<file path="config.mk">
export PLATFORM = sky130hd
export DESIGN_NAME = pbus_adc_rdif
export DESIGN_NICKNAME = d
export VERILOG_FILES = /design/src/rtl/pbrd_pkg.sv /design/src/rtl/pbrd_mode_dec.sv /design/src/rtl/pbrd_bus_drv.sv /design/src/rtl/pbus_adc_rdif.sv
export SDC_FILE = /design/constraint.sdc
export NUM_CORES = 1
export LEC_CHECK = 0
export ABC_AREA = 1
export CAP_MARGIN = 20
export CORE_MARGIN = 10
export CORE_UTILIZATION = 30
export CTS_CLUSTER_DIAMETER = 100
export CTS_CLUSTER_SIZE = 40
export DETAILED_ROUTE_END_ITERATION = 6
export HOLD_SLACK_MARGIN = 0.08
export SLEW_MARGIN = 0
export SYNTH_ARGS = -nofsm -noshare
export SYNTH_HDL_FRONTEND = slang
export SYNTH_SLANG_ARGS = --single-unit
</file>
<file path="constraint.sdc">
create_clock -name clk -period 2.2 [get_ports clk]
set_input_delay 0.33 -clock clk [delete_from_list [all_inputs] [get_ports clk]]
set_output_delay 0.33 -clock clk [all_outputs]
set_load 0.05 [all_outputs]
</file>
<file path="src/rtl/pbrd_pkg.sv">
package pbrd_pkg;
    typedef enum logic [1:0] {
        MODE_OFF  = 2'b00,
        MODE_BP32 = 2'b01,
        MODE_LP32 = 2'b10,
        MODE_LP16 = 2'b11
    } mode_e;
endpackage

</file>
<file path="src/rtl/pbrd_mode_dec.sv">
// Decodes the mode pins into port activity, word period and settling count.
module pbrd_mode_dec #(
    parameter int PERIOD_LONG  = 32,
    parameter int PERIOD_SHORT = 16,
    parameter int SETTLE_LONG  = 1293,
    parameter int SETTLE_SHORT = 541,
    parameter int PHW          = 5,
    parameter int SW           = 11
) (
    input  logic [1:0]     mode_sel,
    output logic           active,
    output logic [PHW-1:0] period_m1,
    output logic [SW-1:0]  settle_v
);
    import pbrd_pkg::*;

    always_comb begin
        active    = 1'b1;
        period_m1 = PHW'(PERIOD_LONG - 1);
        settle_v  = SW'(SETTLE_LONG);
        unique case (mode_e'(mode_sel))
            MODE_OFF:  active = 1'b0;
            MODE_BP32,
            MODE_LP32: ;
            MODE_LP16: begin
                period_m1 = PHW'(PERIOD_SHORT - 1);
                settle_v  = SW'(SETTLE_SHORT);
            end
            default:   active = 1'b0;
        endcase
    end
endmodule

</file>
<file path="src/rtl/pbrd_bus_drv.sv">
// Output word register and registered bus enable.
module pbrd_bus_drv #(
    parameter int DW = 16
) (
    input  logic          clk,
    input  logic          rst_n,
    input  logic          active,
    input  logic          cs_n,
    input  logic          rd_n,
    input  logic          load,
    input  logic [DW-1:0] din,
    output logic [DW-1:0] dout,
    output logic          oe
);
    typedef struct packed {
        logic [DW-1:0] data;
        logic          oe;
    } bus_t;

    bus_t bus_d, bus_q;

    always_comb begin
        bus_d      = bus_q;
        bus_d.oe   = active && !cs_n && !rd_n;
        if (load) begin
            bus_d.data = din;
        end
    end

    always_ff @(posedge clk or negedge rst_n) begin
        if (!rst_n) begin
            bus_q <= '0;
        end else begin
            bus_q <= bus_d;
        end
    end

    assign dout = bus_q.data;
    assign oe   = bus_q.oe;
endmodule

</file>
<file path="src/rtl/pbus_adc_rdif.sv">
// Parallel result port: word timing, ready flag, sync settling, bus control.
module pbus_adc_rdif #(
    parameter int DW           = 16,
    parameter int PERIOD_LONG  = 32,
    parameter int PERIOD_SHORT = 16,
    parameter int SETTLE_LONG  = 1293,
    parameter int SETTLE_SHORT = 541,
    parameter int PULSE        = 2
) (
    input  logic          clk,
    input  logic          rst_n,
    input  logic [1:0]    mode_sel,
    input  logic          sync_in,
    input  logic          word_vld,
    input  logic [DW-1:0] word_in,
    input  logic          cs_n,
    input  logic          rd_n,
    output logic [DW-1:0] data_out,
    output logic          data_oe,
    output logic          not_rdy
);
    localparam int PHW = $clog2(PERIOD_LONG);
    localparam int SW  = $clog2(SETTLE_LONG + 1);

    typedef struct packed {
        logic           sync;
        logic [1:0]     mode;
        logic [SW-1:0]  settle;
        logic [PHW-1:0] phase;
        logic           rdy_n;
    } st_t;

    st_t st_d, st_q;

    logic           active;
    logic [PHW-1:0] period_m1;
    logic [SW-1:0]  settle_v;
    logic [PHW-1:0] hi_start;
    logic [PHW-1:0] nxt_phase;
    logic           restart;
    logic           load;

    pbrd_mode_dec #(
        .PERIOD_LONG (PERIOD_LONG),
        .PERIOD_SHORT(PERIOD_SHORT),
        .SETTLE_LONG (SETTLE_LONG),
        .SETTLE_SHORT(SETTLE_SHORT),
        .PHW         (PHW),
        .SW          (SW)
    ) u_dec (
        .mode_sel (mode_sel),
        .active   (active),
        .period_m1(period_m1),
        .settle_v (settle_v)
    );

    assign hi_start  = period_m1 - PHW'(PULSE - 1);
    assign nxt_phase = st_q.phase + 1'b1;
    assign restart   = st_q.sync || (mode_sel != st_q.mode) || !active;

    always_comb begin
        st_d      = st_q;
        st_d.sync = sync_in;
        st_d.mode = mode_sel;
        load      = 1'b0;
        if (restart) begin
            st_d.settle = settle_v;
            st_d.phase  = '0;
            st_d.rdy_n  = 1'b1;
        end else if (st_q.settle != '0) begin
            st_d.settle = st_q.settle - 1'b1;
            st_d.phase  = '0;
            st_d.rdy_n  = 1'b1;
        end else if (st_q.phase == period_m1) begin
            st_d.phase = '0;
            st_d.rdy_n = !word_vld;
            load       = word_vld;
        end else begin
            st_d.phase = nxt_phase;
            if (nxt_phase >= hi_start) begin
                st_d.rdy_n = 1'b1;
            end
        end
    end

    always_ff @(posedge clk or negedge rst_n) begin
        if (!rst_n) begin
            st_q       <= '0;
            st_q.rdy_n <= 1'b1;
        end else begin
            st_q <= st_d;
        end
    end

    pbrd_bus_drv #(.DW(DW)) u_bus (
        .clk   (clk),
        .rst_n (rst_n),
        .active(active),
        .cs_n  (cs_n),
        .rd_n  (rd_n),
        .load  (load),
        .din   (word_in),
        .dout  (data_out),
        .oe    (data_oe)
    );

    assign not_rdy = st_q.rdy_n;
endmodule

</file>
* Yosys cells after proc, flatten, opt, wreduce, memory -nomap -nowiden
Index checks and enable logic that the tools add are counted.
** Cells by class
- $add $sub $neg :: 3
- Equal/unequal tests :: 3
- Reductions and logical operators :: 11
- $lt $le $gt $ge :: 1
- Mux-type cells :: 11
** Operators with widths (number)
- $mux 11 :: 2
- $mux 17 :: 1
- $mux 6 :: 2
- $reduce_bool 11->1 :: 1
- $sub 11x1->11 const B :: 1
- $add 5x1->5 const B :: 1
- $eq 5x5->1 :: 1
- $ge 5x5->1 :: 1
- $mux 1 :: 5
- $mux 5 :: 1
- $sub 5x1->5 const B :: 1
- $reduce_bool 4->1 :: 1
- $logic_not 1->1 :: 3
- $eq 2x2->1 const B :: 1
- $logic_and 1x1->1 :: 2
- $logic_not 2->1 :: 1
- $logic_or 1x1->1 :: 2
- $ne 2x2->1 :: 1
- $reduce_bool 2->1 :: 1
** Word-level totals
- Output and inout port bits :: 18
- Flip-flop bits (word level) :: 37
- Word-level logic and storage cells :: 36
- Input bits :: 24

* Depth between registers and ports, before layout
- Depth in word-level cells :: 8
- Depth in mapped cells :: 10
- Depth with buffers taken out :: 10

* Modules after synthesis
From an unflattened synthesis, not the netlist that was laid out.
** Second synthesis, totals
- Cell total of the unflattened synthesis :: 279
- Area, all modules :: 2188.3 um2
** Modules (own cells, without submodules)
- pbus_adc_rdif :: times used 1, area an instance 1373.8 um2, sequential area each 501.7 um2, cells an instance 186
- pbrd_bus_drv :: times used 1, area an instance 680.7 um2, sequential area each 425.4 um2, cells an instance 72
- pbrd_mode_dec :: times used 1, area an instance 133.9 um2, sequential area each 0.0 um2, cells an instance 21

* Worst setup path before layout
OpenSTA, ideal clock, no wires.
- Kind :: reg-to-reg
- From :: reg st_q[1] in the netlist's numbering
- To :: reg st_q, in the netlist not_rdy
- Arrival :: 1.493 ns
- Slack :: 0.632 ns
- Period minus slack after synthesis :: 1.568 ns
- Stages on the path, launching flop included :: 11
- Path buffers :: 0
- Required time :: 2.125 ns
- Library setup time :: 0.075 ns
- Cell sequence :: dfrtp_1 ha_1 nand3_1 xor2_1 ha_1 o21ai_0 nor2_1 nand2_1 nand2_1 nor2_1 nor2_1
** On the way
- Longest elaborated chain between the ends :: 4
- Elaborated cells between the ends (all ways) :: 7
- Those cells by class :: add/sub (1); order compare (1); eq/ne (1); mux (3); reduce/logical (1)
** RTL lines
- start: declaration :: RTL line pbus_adc_rdif.sv:33 : st_t st_d, st_q;
- start signal: assignment :: RTL line pbus_adc_rdif.sv:91 : st_q <= st_d;
- branches (longest 4 deep; another with $add 5x1->5)
Parallel ways; which one is timed is not known.
A chain may end at the register's enable or synchronous reset.

* Worst setup path in the final report
- From :: reg st_q, in the netlist not_rdy
- To :: out not_rdy
** RTL lines
- end: declaration :: RTL line pbus_adc_rdif.sv:20 : output logic not_rdy
No word-level cell between the ends.

==> impl_metrics.toml <==
[finish]
final_common_cell = "nand2_1"
antenna_cells = 0
drive_gt1_share_pct = 9.93
fin_util_pct = 41.4
stdcell_area_um2 = 2460
instances_no_fill = 347
layout_common_cells = "60 x nand2_1, 40 x clkdlybuf4s50_1, 36 x dfrtp_1"
nFillCells = 621
syn2layout_area_growth_pct = 33.3
nets = 300

[routing]
highest_layer = "met4"
wire_per_inst_um = 12.2
postRouteAntennaNets = 0
dr.pass1.iters = 4
first_iter_violations = 96
post-route-drc-count = 0
dr_wl_met3_um = 440
met2_length_um = 1800
wl_met1_um = 1930
vias_per_cell = 4.40
drt-total-wl_um = 4220
vias = 1526

[run]
cap_violations = 0

[grt]
grt_max_degree = 38
grt-ovfl-total = 0
grt_pass1_vias = 1568
grt_pass1_wl_um = 7180
antenna_found_initial = 0
grt_usage_pct = 8.88

[synthesis]
synth-edff-count = 0
synth_cell_types = 25
syn_area_um2 = 1850
synth_ff_type = "dfrtp_1"
yosysWarnings = 0
syn_avg_cell_area_um2 = 8.29
synth_nets = 252
synthArstFlopShare_pct = 100
syn_inst = 223
synth-seq-area-share_pct = 50.1
synth-seq-cells = 37

[worst_setup_path]
cp_num_buf_inv = 1
worst_ep_required_time_ns = 1.87
end_kind = "output port"
crit_family = "buffers and inverters"
worstPathMaxFanout = 2
crit_chain = "clkdlybuf4s50_1"
slowest_delay_ns = 0.80
startpoint_type = "flip-flop"
slowest_stage = "clkdlybuf4s50_1"
critPathKind = "reg2out"
worstPathArrival_ns = 1.62

[power_and_ir_drop]
ir_worst_vdd_mv = 0.339
leakage_uw = 0.00121
power.density_nw_per_um2 = 603

[floorplanning]
die_area_um2 = 9700
rows = 28
die_w_um = 98.5
die_h_um = 98.5
core_area_um2 = 5960
io_pins = 42
initial_core_util_pct = 31.1

[clock_tree]
root_buffer = "clkbuf_8"
post_cts.repair.setup_buffers = 0
cts-resized-gates = 0
clock_latency_ns = 0.29
clockBufferDepth = 2
clk_pin_slew_worst_paths_ns = 0.08
cts.sinks = 37
cts_max_level = 2
cts_tree = "done"
postCtsHoldBufs = 0
cts_buffers = 5

[timing]
period_needed_ns = 1.95
relSlewSlack_pct = 45.6
report.final.slew_viol_count = 0
fin_skew_ns = 0.00380
period_share_pct = 88.9
rsz0062_at_grt = "no"
worst_pin_slew_ns = 0.816
finalSetupTns_ns = 0
fmax_ghz = 0.512
setup_viol = 0
hold_violations = 0

[placement]
io_buffers = 41
placement.cell_area_um2 = 2340
dp.cells = 339
hpwl_um = 3170
gp_congestion = 0.807

[hold_path]
hold_path.class = "in2async"

[status]
status = "completed"
synth_stat cells (3+ instances only):
master / number / share of area [%]
dfrtp_1: 36 / 49
inv_1: 23 / 4.7
inv_2: 4 / 0.81
a21oi_1: 6 / 1.6
nor2_1: 26 / 5.3
nor3_1: 3 / 0.81
nor2_2: 4 / 1.4
nand2_1: 60 / 12
o21ai_0: 4 / 1.1
ha_1: 5 / 3.4
nand3_1: 32 / 8.7
xnor2_1: 3 / 1.4
power by group:
| group | switching, µW | total (µW) | internal [µW] |
|---|---|---|---|
| Sequential | 8.46 | 706 | 698 |
| Combinational | 86.7 | 155 | 68.5 |
| Clock | 255 | 624 | 369 |
| Total | 350 | 1490 | 1130 |
kinds of logic (layout without fill, tap and decap cells):
kind of cell | count (synthesis) | in the layout | synth area share [%]
compound gates | 15 | 15 | 4.53
xor+xnor | 4 | 4 | 1.89
fa+ha+maj | 5 | 5 | 3.38
buf+inv | 30 | 79 | 6.90
flops | 37 | 37 | 50.1
simple gates | 132 | 132 | 33.2
per-layer routing:
layer / track usage [%] / vias up
met1: 10.7 / 676
met3: 5.17 / 5
li1: - / 802
met4: 2.98 / 0
met2: 13.0 / 43
met5: 0 / -
metrics by stage:
stage | hold WS [ns] | total power, µW | setup slack (ns)
final | 0.131 | 1490 | 0.245
after global routing | 0.207 | 1560 | 0.210
after CTS | 0.161 | 1510 | 0.222
after detailed placement | 0.459 | 877 | 0.258
after global placement | 0.453 | 877 | 0.309
after floorplan | 0.0344 | 802 | 0.632
state kept, by name (all words and copies together), names as in the netlist:
signal	cells
not_rdy	1
st_q	19
u_bus.oe	1
u_bus.dout	16
final timing paths:
check / startpoint / endpoint / slack [ns] / depth (start not counted)
setup / recovery: not_rdy / not_rdy / 0.25 / 1
hold / removal: rst_n / st_q[15] / 0.13 / 1
setup reg to reg: st_q[1] / not_rdy / 0.50 / 10
hold reg to reg: u_bus.dout[6] / u_bus.dout[6] / 0.47 / 2
max in group asynchronous: rst_n / u_bus.dout[2] / 1.56 / 1
min in group clk: u_bus.dout[6] / u_bus.dout[6] / 0.47 / 2
area by class of cell:
class / instances / area (µm²) / area share (%)
Timing Repair Buffer: 44 / 428 / 17.4
Inverter: 27 / 101 / 4.11
Clock buffer: 6 / 82.6 / 3.35
Multi-Input combinational cell: 156 / 795 / 32.2
Tap cell: 75 / 93.8 / 3.81
Clock inverter: 2 / 37.5 / 1.52
Sequential cell: 37 / 927 / 37.6
(Power assumes the default switching activity.)
